<file path="src/rtl/xlat_pkg.sv">
// Package: shared types for the page translation buffer.
// Assumes: page-table words are 32 bits wide with the resident flag in the top bit.
package xlat_pkg;

    // Miss-handling sequence of the table walker
    typedef enum logic [2:0] {
        WK_IDLE    = 3'd0,
        WK_REQUEST = 3'd1,
        WK_WAIT    = 3'd2,
        WK_FILL    = 3'd3,
        WK_FAULT   = 3'd4
    } walk_state_e;

    localparam int PTE_W        = 32;
    localparam int RESIDENT_BIT = PTE_W - 1;

endpackage

</file>
<file path="src/rtl/xlat_cam.sv">
// Module: xlat_cam
// Associative translation store. Compares a page number against every
// valid entry in parallel and returns the matching frame. Accepts one
// write per cycle and a global invalidate.
// Assumes: at most one entry matches any page number (the walker only
// fills on a miss); flush takes priority over a write of the valid bit.
module xlat_cam #(
    parameter int ENTRIES = 16,
    parameter int VPN_W   = 19,
    parameter int PPN_W   = 19,
    localparam int IDX_W  = $clog2(ENTRIES)
) (
    input  logic               clk,
    input  logic               rst_n,
    input  logic               flush,
    input  logic               wr_en,
    input  logic [IDX_W-1:0]   wr_idx,
    input  logic [VPN_W-1:0]   wr_vpn,
    input  logic [PPN_W-1:0]   wr_ppn,
    input  logic [VPN_W-1:0]   lk_vpn,
    output logic               lk_hit,
    output logic [IDX_W-1:0]   lk_idx,
    output logic [PPN_W-1:0]   lk_ppn,
    output logic [ENTRIES-1:0] valid_vec
);

    logic [VPN_W-1:0]   tag_q   [ENTRIES];
    logic [PPN_W-1:0]   frame_q [ENTRIES];
    logic [ENTRIES-1:0] valid_q;
    logic [ENTRIES-1:0] match;

    // Per-entry comparators
    for (genvar g = 0; g < ENTRIES; g++) begin : g_cmp
        assign match[g] = valid_q[g] && (tag_q[g] == lk_vpn);
    end

    // Valid bits: cleared by reset or flush, set by a fill
    always_ff @(posedge clk) begin
        if (!rst_n) begin
            valid_q <= '0;
        end else if (flush) begin
            valid_q <= '0;
        end else if (wr_en) begin
            valid_q[wr_idx] <= 1'b1;
        end
    end

    // Tag and frame storage written on a fill
    always_ff @(posedge clk) begin
        for (int i = 0; i < ENTRIES; i++) begin
            if (wr_en && (wr_idx == IDX_W'(i))) begin
                tag_q[i]   <= wr_vpn;
                frame_q[i] <= wr_ppn;
            end
        end
    end

    // Encode the single matching entry and select its frame
    always_comb begin
        lk_idx = '0;
        lk_ppn = '0;
        for (int i = 0; i < ENTRIES; i++) begin
            if (match[i]) begin
                lk_idx = IDX_W'(i);
                lk_ppn = frame_q[i];
            end
        end
    end

    assign lk_hit    = |match;
    assign valid_vec = valid_q;

endmodule

</file>
<file path="src/rtl/xlat_lru.sv">
// Module: xlat_lru
// Exact least-recently-used tracker. Every entry carries an age equal to
// its rank in recency order (0 = newest). A use sets the entry's age to
// 0 and ages every entry that was newer than it. The victim is the
// lowest invalid entry, or else the entry whose age is ENTRIES-1.
// Assumes: ages form a permutation of 0..ENTRIES-1, which reset sets up
// and each update keeps.
module xlat_lru #(
    parameter int ENTRIES = 16,
    localparam int IDX_W  = $clog2(ENTRIES)
) (
    input  logic               clk,
    input  logic               rst_n,
    input  logic               touch,
    input  logic [IDX_W-1:0]   touch_idx,
    input  logic [ENTRIES-1:0] valid_vec,
    output logic [IDX_W-1:0]   victim_idx
);

    logic [IDX_W-1:0] age_q [ENTRIES];
    logic [IDX_W-1:0] touched_age;

    assign touched_age = age_q[touch_idx];

    // Rank update on every use
    always_ff @(posedge clk) begin
        for (int i = 0; i < ENTRIES; i++) begin
            if (!rst_n) begin
                age_q[i] <= IDX_W'(i);
            end else if (touch) begin
                if (touch_idx == IDX_W'(i)) begin
                    age_q[i] <= '0;
                end else if (age_q[i] < touched_age) begin
                    age_q[i] <= age_q[i] + 1'b1;
                end
            end
        end
    end

    // Victim choice: free entry first, oldest entry otherwise
    always_comb begin
        logic found;
        found      = 1'b0;
        victim_idx = '0;
        for (int i = 0; i < ENTRIES; i++) begin
            if (!valid_vec[i] && !found) begin
                victim_idx = IDX_W'(i);
                found      = 1'b1;
            end
        end
        if (!found) begin
            for (int i = 0; i < ENTRIES; i++) begin
                if (age_q[i] == IDX_W'(ENTRIES - 1)) begin
                    victim_idx = IDX_W'(i);
                end
            end
        end
    end

endmodule

</file>
<file path="src/rtl/xlat_walker.sv">
// Module: xlat_walker
// Single-level page-table walker. On a miss it captures the page number,
// issues one read at base + 4 * page, waits for the data, and then spends
// one cycle in either a fill state (resident) or a fault state.
// Assumes: memory answers every request with exactly one mem_rvalid
// pulse, no earlier than the cycle after the request.
module xlat_walker
    import xlat_pkg::*;
#(
    parameter int VPN_W  = 19,
    parameter int PPN_W  = 19,
    parameter int ADDR_W = 32
) (
    input  logic              clk,
    input  logic              rst_n,
    input  logic              start,
    input  logic [VPN_W-1:0]  start_vpn,
    input  logic [ADDR_W-1:0] pt_base,
    input  logic              mem_rvalid,
    input  logic [PTE_W-1:0]  mem_rdata,
    output logic              idle,
    output logic              mem_req,
    output logic [ADDR_W-1:0] mem_addr,
    output logic              fill_en,
    output logic              fault,
    output logic [VPN_W-1:0]  held_vpn,
    output logic [PPN_W-1:0]  held_ppn
);

    walk_state_e      state_q, state_d;
    logic [VPN_W-1:0] vpn_q;
    logic [PPN_W-1:0] ppn_q;

    // Next-state selection for the walk sequence
    always_comb begin
        state_d = state_q;
        unique case (state_q)
            WK_IDLE:    if (start) state_d = WK_REQUEST;
            WK_REQUEST: state_d = WK_WAIT;
            WK_WAIT:    if (mem_rvalid) state_d = mem_rdata[RESIDENT_BIT] ? WK_FILL : WK_FAULT;
            WK_FILL:    state_d = WK_IDLE;
            WK_FAULT:   state_d = WK_IDLE;
            default:    state_d = WK_IDLE;
        endcase
    end

    // State register
    always_ff @(posedge clk) begin
        if (!rst_n) state_q <= WK_IDLE;
        else        state_q <= state_d;
    end

    // Capture the missing page number when a walk begins
    always_ff @(posedge clk) begin
        if (!rst_n)                          vpn_q <= '0;
        else if (state_q == WK_IDLE && start) vpn_q <= start_vpn;
    end

    // Capture the frame field of the returned table word
    always_ff @(posedge clk) begin
        if (!rst_n)                               ppn_q <= '0;
        else if (state_q == WK_WAIT && mem_rvalid) ppn_q <= mem_rdata[PPN_W-1:0];
    end

    assign idle     = (state_q == WK_IDLE);
    assign mem_req  = (state_q == WK_REQUEST);
    assign mem_addr = pt_base + ADDR_W'({vpn_q, 2'b00});
    assign fill_en  = (state_q == WK_FILL);
    assign fault    = (state_q == WK_FAULT);
    assign held_vpn = vpn_q;
    assign held_ppn = ppn_q;

endmodule

</file>
<file path="src/rtl/xlat_cache.sv">
// Module: xlat_cache (top)
// Fully associative page translation buffer. Hits are answered
// combinationally; misses hand over to the walker, which fills the victim
// chosen by the LRU tracker and answers the held lookup in its fill cycle.
// Assumes: the requester samples responses in the cycle resp_valid is
// high, and offers no lookup that needs an answer while lookup_ready is 0.
module xlat_cache
    import xlat_pkg::*;
#(
    parameter int ENTRIES = 16,
    parameter int VPN_W   = 19,
    parameter int PPN_W   = 19,
    parameter int ADDR_W  = 32
) (
    input  logic              clk,
    input  logic              rst_n,
    input  logic              flush,
    input  logic [ADDR_W-1:0] pt_base,
    input  logic              lookup_valid,
    input  logic [VPN_W-1:0]  lookup_vpn,
    output logic              lookup_ready,
    output logic              resp_valid,
    output logic              resp_hit,
    output logic              resp_fault,
    output logic [PPN_W-1:0]  resp_ppn,
    output logic              mem_req,
    output logic [ADDR_W-1:0] mem_addr,
    input  logic              mem_rvalid,
    input  logic [PTE_W-1:0]  mem_rdata
);

    localparam int IDX_W = $clog2(ENTRIES);

    logic               cam_hit;
    logic [IDX_W-1:0]   cam_idx;
    logic [PPN_W-1:0]   cam_ppn;
    logic [ENTRIES-1:0] valid_vec;
    logic [IDX_W-1:0]   victim_idx;
    logic               walk_idle, fill_en, fault;
    logic [VPN_W-1:0]   held_vpn;
    logic [PPN_W-1:0]   held_ppn;
    logic               accept, fast_hit, start_walk, use_en;
    logic [IDX_W-1:0]   use_idx;

    // Lookup acceptance and hit/miss split
    assign accept     = lookup_valid && walk_idle;
    assign fast_hit   = accept && cam_hit;
    assign start_walk = accept && !cam_hit;

    // Recency update: a hit uses its entry, a fill uses the victim
    assign use_en  = fast_hit || fill_en;
    assign use_idx = fill_en ? victim_idx : cam_idx;

    xlat_cam #(
        .ENTRIES (ENTRIES),
        .VPN_W   (VPN_W),
        .PPN_W   (PPN_W)
    ) cam_i (
        .clk       (clk),
        .rst_n     (rst_n),
        .flush     (flush),
        .wr_en     (fill_en),
        .wr_idx    (victim_idx),
        .wr_vpn    (held_vpn),
        .wr_ppn    (held_ppn),
        .lk_vpn    (lookup_vpn),
        .lk_hit    (cam_hit),
        .lk_idx    (cam_idx),
        .lk_ppn    (cam_ppn),
        .valid_vec (valid_vec)
    );

    xlat_lru #(
        .ENTRIES (ENTRIES)
    ) lru_i (
        .clk        (clk),
        .rst_n      (rst_n),
        .touch      (use_en),
        .touch_idx  (use_idx),
        .valid_vec  (valid_vec),
        .victim_idx (victim_idx)
    );

    xlat_walker #(
        .VPN_W  (VPN_W),
        .PPN_W  (PPN_W),
        .ADDR_W (ADDR_W)
    ) walk_i (
        .clk        (clk),
        .rst_n      (rst_n),
        .start      (start_walk),
        .start_vpn  (lookup_vpn),
        .pt_base    (pt_base),
        .mem_rvalid (mem_rvalid),
        .mem_rdata  (mem_rdata),
        .idle       (walk_idle),
        .mem_req    (mem_req),
        .mem_addr   (mem_addr),
        .fill_en    (fill_en),
        .fault      (fault),
        .held_vpn   (held_vpn),
        .held_ppn   (held_ppn)
    );

    // Response merge: same-cycle hit, walk fill, or walk fault
    always_comb begin
        resp_valid = fast_hit || fill_en || fault;
        resp_hit   = fast_hit || fill_en;
        resp_fault = fault;
        if (fill_en)       resp_ppn = held_ppn;
        else if (fast_hit) resp_ppn = cam_ppn;
        else               resp_ppn = '0;
    end

    assign lookup_ready = walk_idle;

endmodule

</file>
<file path="config.mk">
export PLATFORM = sky130hd
export DESIGN_NAME = xlat_cache
export DESIGN_NICKNAME = d
export VERILOG_FILES = /design/src/rtl/xlat_pkg.sv /design/src/rtl/xlat_cam.sv /design/src/rtl/xlat_lru.sv /design/src/rtl/xlat_walker.sv /design/src/rtl/xlat_cache.sv
export SDC_FILE = /design/constraint.sdc
export NUM_CORES = 1
export LEC_CHECK = 0
export BUFFER_PORTS_ARGS = -buffer_cell sky130_fd_sc_hd__buf_4
export CORE_MARGIN = 10
export CORE_UTILIZATION = 40
export DETAILED_ROUTE_END_ITERATION = 7
export MAX_ROUTING_LAYER = met4
export PLACE_DENSITY = 0.62
export SLEW_MARGIN = 20
export SYNTH_ARGS = -nofsm -noshare
export SYNTH_HDL_FRONTEND = slang
export SYNTH_HIERARCHICAL = 1
export SYNTH_SLANG_ARGS = --single-unit
</file>
<file path="constraint.sdc">
create_clock -name clk -period 7.2 [get_ports clk]
set_clock_uncertainty 0.2 [all_clocks]
set_input_delay 0.72 -clock clk [delete_from_list [all_inputs] [get_ports clk]]
set_output_delay 0.72 -clock clk [all_outputs]
set_load 0.03 [all_outputs]
</file>
-- Yosys cells after proc, flatten, opt, wreduce, memory -nomap -nowiden
Memories as Yosys holds them, arrays and structs flattened.
Cells that the tools add are included.
W data, S select, Z words.
- add/subtract/negate cells: 17
- magnitude comparators: 18
- equal/unequal tests: 68
- muxes and demuxes: 387
- bitwise logic cells: 34
- reduce and logical (&&, ||, !) cells: 121
- operators by type and width (cell ; count):
    $mux W19 ; 48
    $reduce_or A19 Y1 ; 30
    $mux W4 ; 96
    $eq A19 B19 Y1 ; 16
    $mux W1 ; 226
    $eq A4 B4 Y1 const B ; 32
    $add A4 B1 Y4 const B ; 16
    $lt A4 B4 Y1 ; 16
    $logic_and A1 B1 Y1 ; 53
    $mux W3 ; 11
    $add A32 B21 Y32 ; 1
    $eq A4 B3 Y1 const B ; 8
    $or A1 B1 Y1 ; 32
    $logic_not A1 Y1 ; 30
    $eq A4 B2 Y1 const B ; 4
    $or A16 B16 Y16 ; 1
    $reduce_or A16 Y1 ; 1
    $pmux W3 S3 ; 1
    $eq A4 B1 Y1 const B ; 2
    $logic_not A4 Y1 ; 2
    $mux W2 ; 4
    $eq A3 B2 Y1 const B ; 2
    $lt A4 B5 Y1 const B ; 1
    $demux W1 S4 ; 1
    other kinds (10) ; 11
- bits in registers: 57
- RAM bits: 672
- input bits: 88
- output and inout port bits: 56
- word-level logic and storage cells: 652
- memories: 3
- memory list (name ; words ; bits a word ; rd ports ; clocked after memory_dff ; write ports ; line ; RTL):
    cam_i.frame_q ; 16 ; 19 ; 16 ; 0 ; 1 ; xlat_cam.sv:28 ; logic [PPN_W-1:0] frame_q [ENTRIES];
    cam_i.tag_q ; 16 ; 19 ; 16 ; 0 ; 1 ; xlat_cam.sv:27 ; logic [VPN_W-1:0] tag_q [ENTRIES];
    lru_i.age_q ; 16 ; 4 ; 17 ; 0 ; 16 ; xlat_lru.sv:20 ; logic [IDX_W-1:0] age_q [ENTRIES];

-- Depth between registers and ports, before layout
- depth after elaboration: 82
- mapped depth: 25
- gate-level depth less buffers: 19

-- Cells and area by module
Netlist, hierarchy kept.
- by module, submodules not included (module ; times used ; cells each ; area each (um^2)):
    xlat_cam ; 1 ; 1622 ; 25648.3
    xlat_lru ; 1 ; 533 ; 5475.3
    xlat_walker ; 1 ; 350 ; 2716.4
    xlat_cache ; 1 ; 76 ; 424.2

-- Least setup slack after synthesis
OpenSTA, ideal clock, no wires.
- path kind: in2reg
- start: in lookup_vpn[14]
- end: mem lru_i/age_q[0][0] (netlist bit) (enable)
- library setup time: 0.345 ns
- arrival: 6.035 ns
- data required time: 6.655 ns
- setup slack: 0.620 ns
- cell stages on the path: 25
- cells stage by stage: buf_2 -> buf_6 -> xor2_1 -> nor4_1 -> nand3_1 -> nor3_2 -> buf_4 -> buf_2 -> o21ai_0 -> a21o_1 -> a211oi_1 -> o21a_1 -> o21ai_0 -> mux2_2 -> buf_2 -> buf_4 -> mux4_2 -> mux4_2 -> inv_1 -> ha_1 -> a21oi_1 -> nor2b_1 -> a2111oi_0 -> nand2_1 -> o211ai_1
- RTL lines (what ; line ; RTL):
    start, declared ; xlat_cache.sv:20 ; input logic [VPN_W-1:0] lookup_vpn,
    end, declared ; xlat_lru.sv:20 ;

==> flow_summary_export.csv <==
group,metric,value,unit
synth,syn_area_per_cell,13.28,sq um
clocking,clockBufferDepth,3,
placement,dpl.hpwl,65.08,mm
placement,dp_slack,0.4970,ns
grt,grt_pass1_wl,150.5,mm
grt,busiest_layer,"met2",
synth,yosys_warnings,6,
synth,synth-edff-count,672,
cells_and_area,n_fill_cell,7410,
synth,async_reset_ff_frac,0,
synth,seq_area_frac_synth,0.6222,
cells_and_area,fin_cells,3972,
sta,finalCriticalPeriod,6.196,ns
synth,yosys.area.top_type,"edfxtp_1",
floorplan,io_pins,144,
cells_and_area,drive_gt1_frac,0.1577,
setup_path,startpoint_type,"flip-flop",
clocking,cts_hold_buf,0,
power,p_leak,13.28,nW
grt,grt-ovfl-total,0,
min_path,hold_path.class,"in -> reg",
power,peakVddDrop,0.1753,mV
synth,synth-xor-area-share,0.09202,
grt,track_usage,0.2090,
route,routed_wl,102.7,mm
sta,tns,0,ns
synth,synthTopCellsByCount,"672 x edfxtp_1, 251 x nand2_1, 216 x xor2_1",
cells_and_area,final_area,39510,sq um
clocking,post-cts-setup-buffers,0,
placement,placed_cell_area,36890,sq um
synth,synth_mux_area_frac,0.01490,
synth,synth.area.top_cells,"edfxtp_1 59%, xor2_1 5.5%, xnor2_1 3.7%",
setup_path,max_stage_delay,0.57,ns
route,first_iter_violations,2246,
setup_path,worst-setup-path-type,"reg -> reg",
sta,tightest_slew,1.156,ns
placement,dp.cells,3827,
route,firstDrtPassIters,6,
floorplan,core-area,85010,sq um
outcome,status,"completed",
setup_path,critical_path.max_fanout,21,
grt,met1_usage,0.2678,
route,drc,0,
route,routed_via_density,5.828,
synth,synth_top_family_by_area,"compound AO/OA/AOI/OAI gates",
synth,syn_area,34260,sq um
synth,synth_fp_nets,2753,
sta,slew_violations,0,
clocking,ctsResizeCount,0,
sta,worst_slack,1.004,ns
cells_and_area,fin_util,0.4648,
cells_and_area,final-seq-area,21320,sq um
setup_path,crit_path_cell_trace,"xor2_1 -> nor4_1 -> nand3_1 -> or3_1 -> a21oi_1 -> o21ai_0 -> o21a_1 -> o21ai_0 -> buf_4 -> mux2_2 -> buf_12 -> mux4_2 -> mux4_2 -> inv_1 -> buf_12 -> ha_1 -> a2111oi_0 -> o21ai_0 -> o211ai_1",
setup_path,worst_path_max_delay_cell,"or3_1",
setup_path,worstPathArrival,6.28,ns
synth,ys_ff_latch,729,
grt,grt_antenna_before_repair,1,
sta,setup_viol,0,
setup_path,r2r_slack,1.00,ns
grt,grt_max_degree,56,
synth,synth.distinct_cells,90,
synth,synthAdderAreaFrac,0.03089,
synth,syn_inst,2581,
clocking,cts.sinks,729,
synth,synthMostInstantiatedCell,"edfxtp_1",
clocking,h-tree-depth,3,
sta,max_slew_margin,0.2283,
setup_path,end_kind,"flip-flop",
sta,hold-worst-slack,0.1419,ns
synth,yosys.area_share.simple,0.09564,
route,num_vias,23150,
clocking,tritoncts,"yes",
floorplan,die_h,312.7,um
synth,synth_flop_cell,"edfxtp_1",
floorplan,num_rows,107,
sta,rsz0062_at_grt,"no",
clocking,clk_latency,0.66,ns
grt,met2_usage,0.3365,
power,p_per_area,239.8,nW/um^2
cells_and_area,fin_nets,2936,
route,wl_per_cell,25.85,um
synth,synth-compound-area-share,0.1181,
cells_and_area,areaGrowthSynthToFinish,15.31,%
floorplan,die_area,97770,sq um
sta,fin_crit_sh,0.8605,
cells_and_area,multi_input_area,12210,sq um
floorplan,initial_core_util,0.4030,
clocking,cts_buffers,79,
cells_and_area,diodes,0,
setup_path,critical_path_required,7.28,ns
route,ant_nets,0,
sta,finalHoldViolations,0,
setup_path,cpMostUsedCell,"o21ai_0",
grt,first_global_vias,23140,
job,maxCapViolations,0,
placement,gp_congestion,0.8795,
clocking,cts-root-buf,"clkbuf_16",
placement,io_buffers,127,
power,power,9.475,mW
synth,synth.top_cell.area_share,0.5889,
floorplan,dieWidth,312.7,um
sta,max_freq,161.4,MHz
grt,grt_use_met3,0.03922,
clocking,cts.clk_slew.worst_paths,0.06,ns
cell families after synthesis:
family,after synthesis
compound gates,543
simple gates,671
flops,729
xor+xnor,360
buf+inv,165
fa+ha+maj,84
mux,29
sequential cells by signal (all words and copies together) (netlist names):
signal	count
walk_i/held_ppn	19
walk_i/state_q	3
cam_i/valid_vec	16
cam_i/tag_q	304
walk_i/held_vpn	19
lru_i/age_q	64
cam_i/frame_q	304
where the power goes:
| group | internal, mW | total (mW) | switching [mW] |
|---|---|---|---|
| Combinational | 0.229 | 0.684 | 0.455 |
| Clock | 2.37 | 4.09 | 1.72 |
| Sequential | 4.65 | 4.70 | 0.0475 |
cell type report:
type                    instances  area share
multi-input cells            1687      0.3091
clock buffers                 106     0.05437
clock inverters                39     0.01181
well taps                    1144     0.03623
flip-flops and latches        729      0.5396
inverters                      28    0.002660
repair buffers                239     0.04623
cell usage in the layout (no fill, tap or decap), types with 12 or more instances in the layout:
| master | instances |
|---|---|
| o221a_1 | 16 |
| nor2_1 | 96 |
| o21ai_0 | 84 |
| mux4_2 | 17 |
| nor3_1 | 22 |
| nand4_1 | 69 |
| nand2_1 | 251 |
| o211ai_1 | 45 |
| o21ai_1 | 25 |
| buf_4 | 236 |
| inv_1 | 27 |
| a21boi_0 | 40 |
| edfxtp_1 | 672 |
| xnor2_1 | 144 |
| clkinv_2 | 12 |
| a31oi_1 | 16 |
| nand2b_1 | 17 |
| xor2_1 | 216 |
| and3_1 | 20 |
| a221oi_1 | 37 |
| clkbuf_1 | 20 |
| dfxtp_1 | 57 |
| a2111oi_0 | 15 |
| ha_1 | 83 |
| a21o_1 | 34 |
| o221ai_1 | 17 |
| nor2_4 | 12 |
| clkbuf_16 | 79 |
| a21oi_1 | 55 |
| o21a_1 | 30 |
| a211o_1 | 17 |
| nand3_1 | 70 |
| a22o_1 | 16 |
| nor4_1 | 46 |
layer usage:
layer  vias to the layer above  routed length, um
met5                         -                  0
met4                         0               2958
met3                       210               8375
met2                      1067              49010
met1                     11650              42350
li1                      10220                  -
path summary, 6_finish.rpt:
kind	start	end	cells past startpoint
worst min-delay path	mem_rdata[17]	walk_i/held_ppn[17]	3
worst max register to register	cam_i/tag_q[1][29]	lru_i/age_q[5][3]	19
worst max-delay path	cam_i/tag_q[1][29]	lru_i/age_q[5][3]	19
worst min register to register	cam_i/valid_vec[15]	cam_i/valid_vec[15]	1
critical path: cells and delay by family, from the launching register on:
family          cells  cell delay (ns)
mux                 3             1.19
simple gates        3             1.26
flops               1             0.38
xor+xnor            1             0.16
compound gates      7             1.79
fa+ha+maj           1             0.24
buf+inv             4             0.62
No activity file was read; power rests on OpenSTA's default activity.
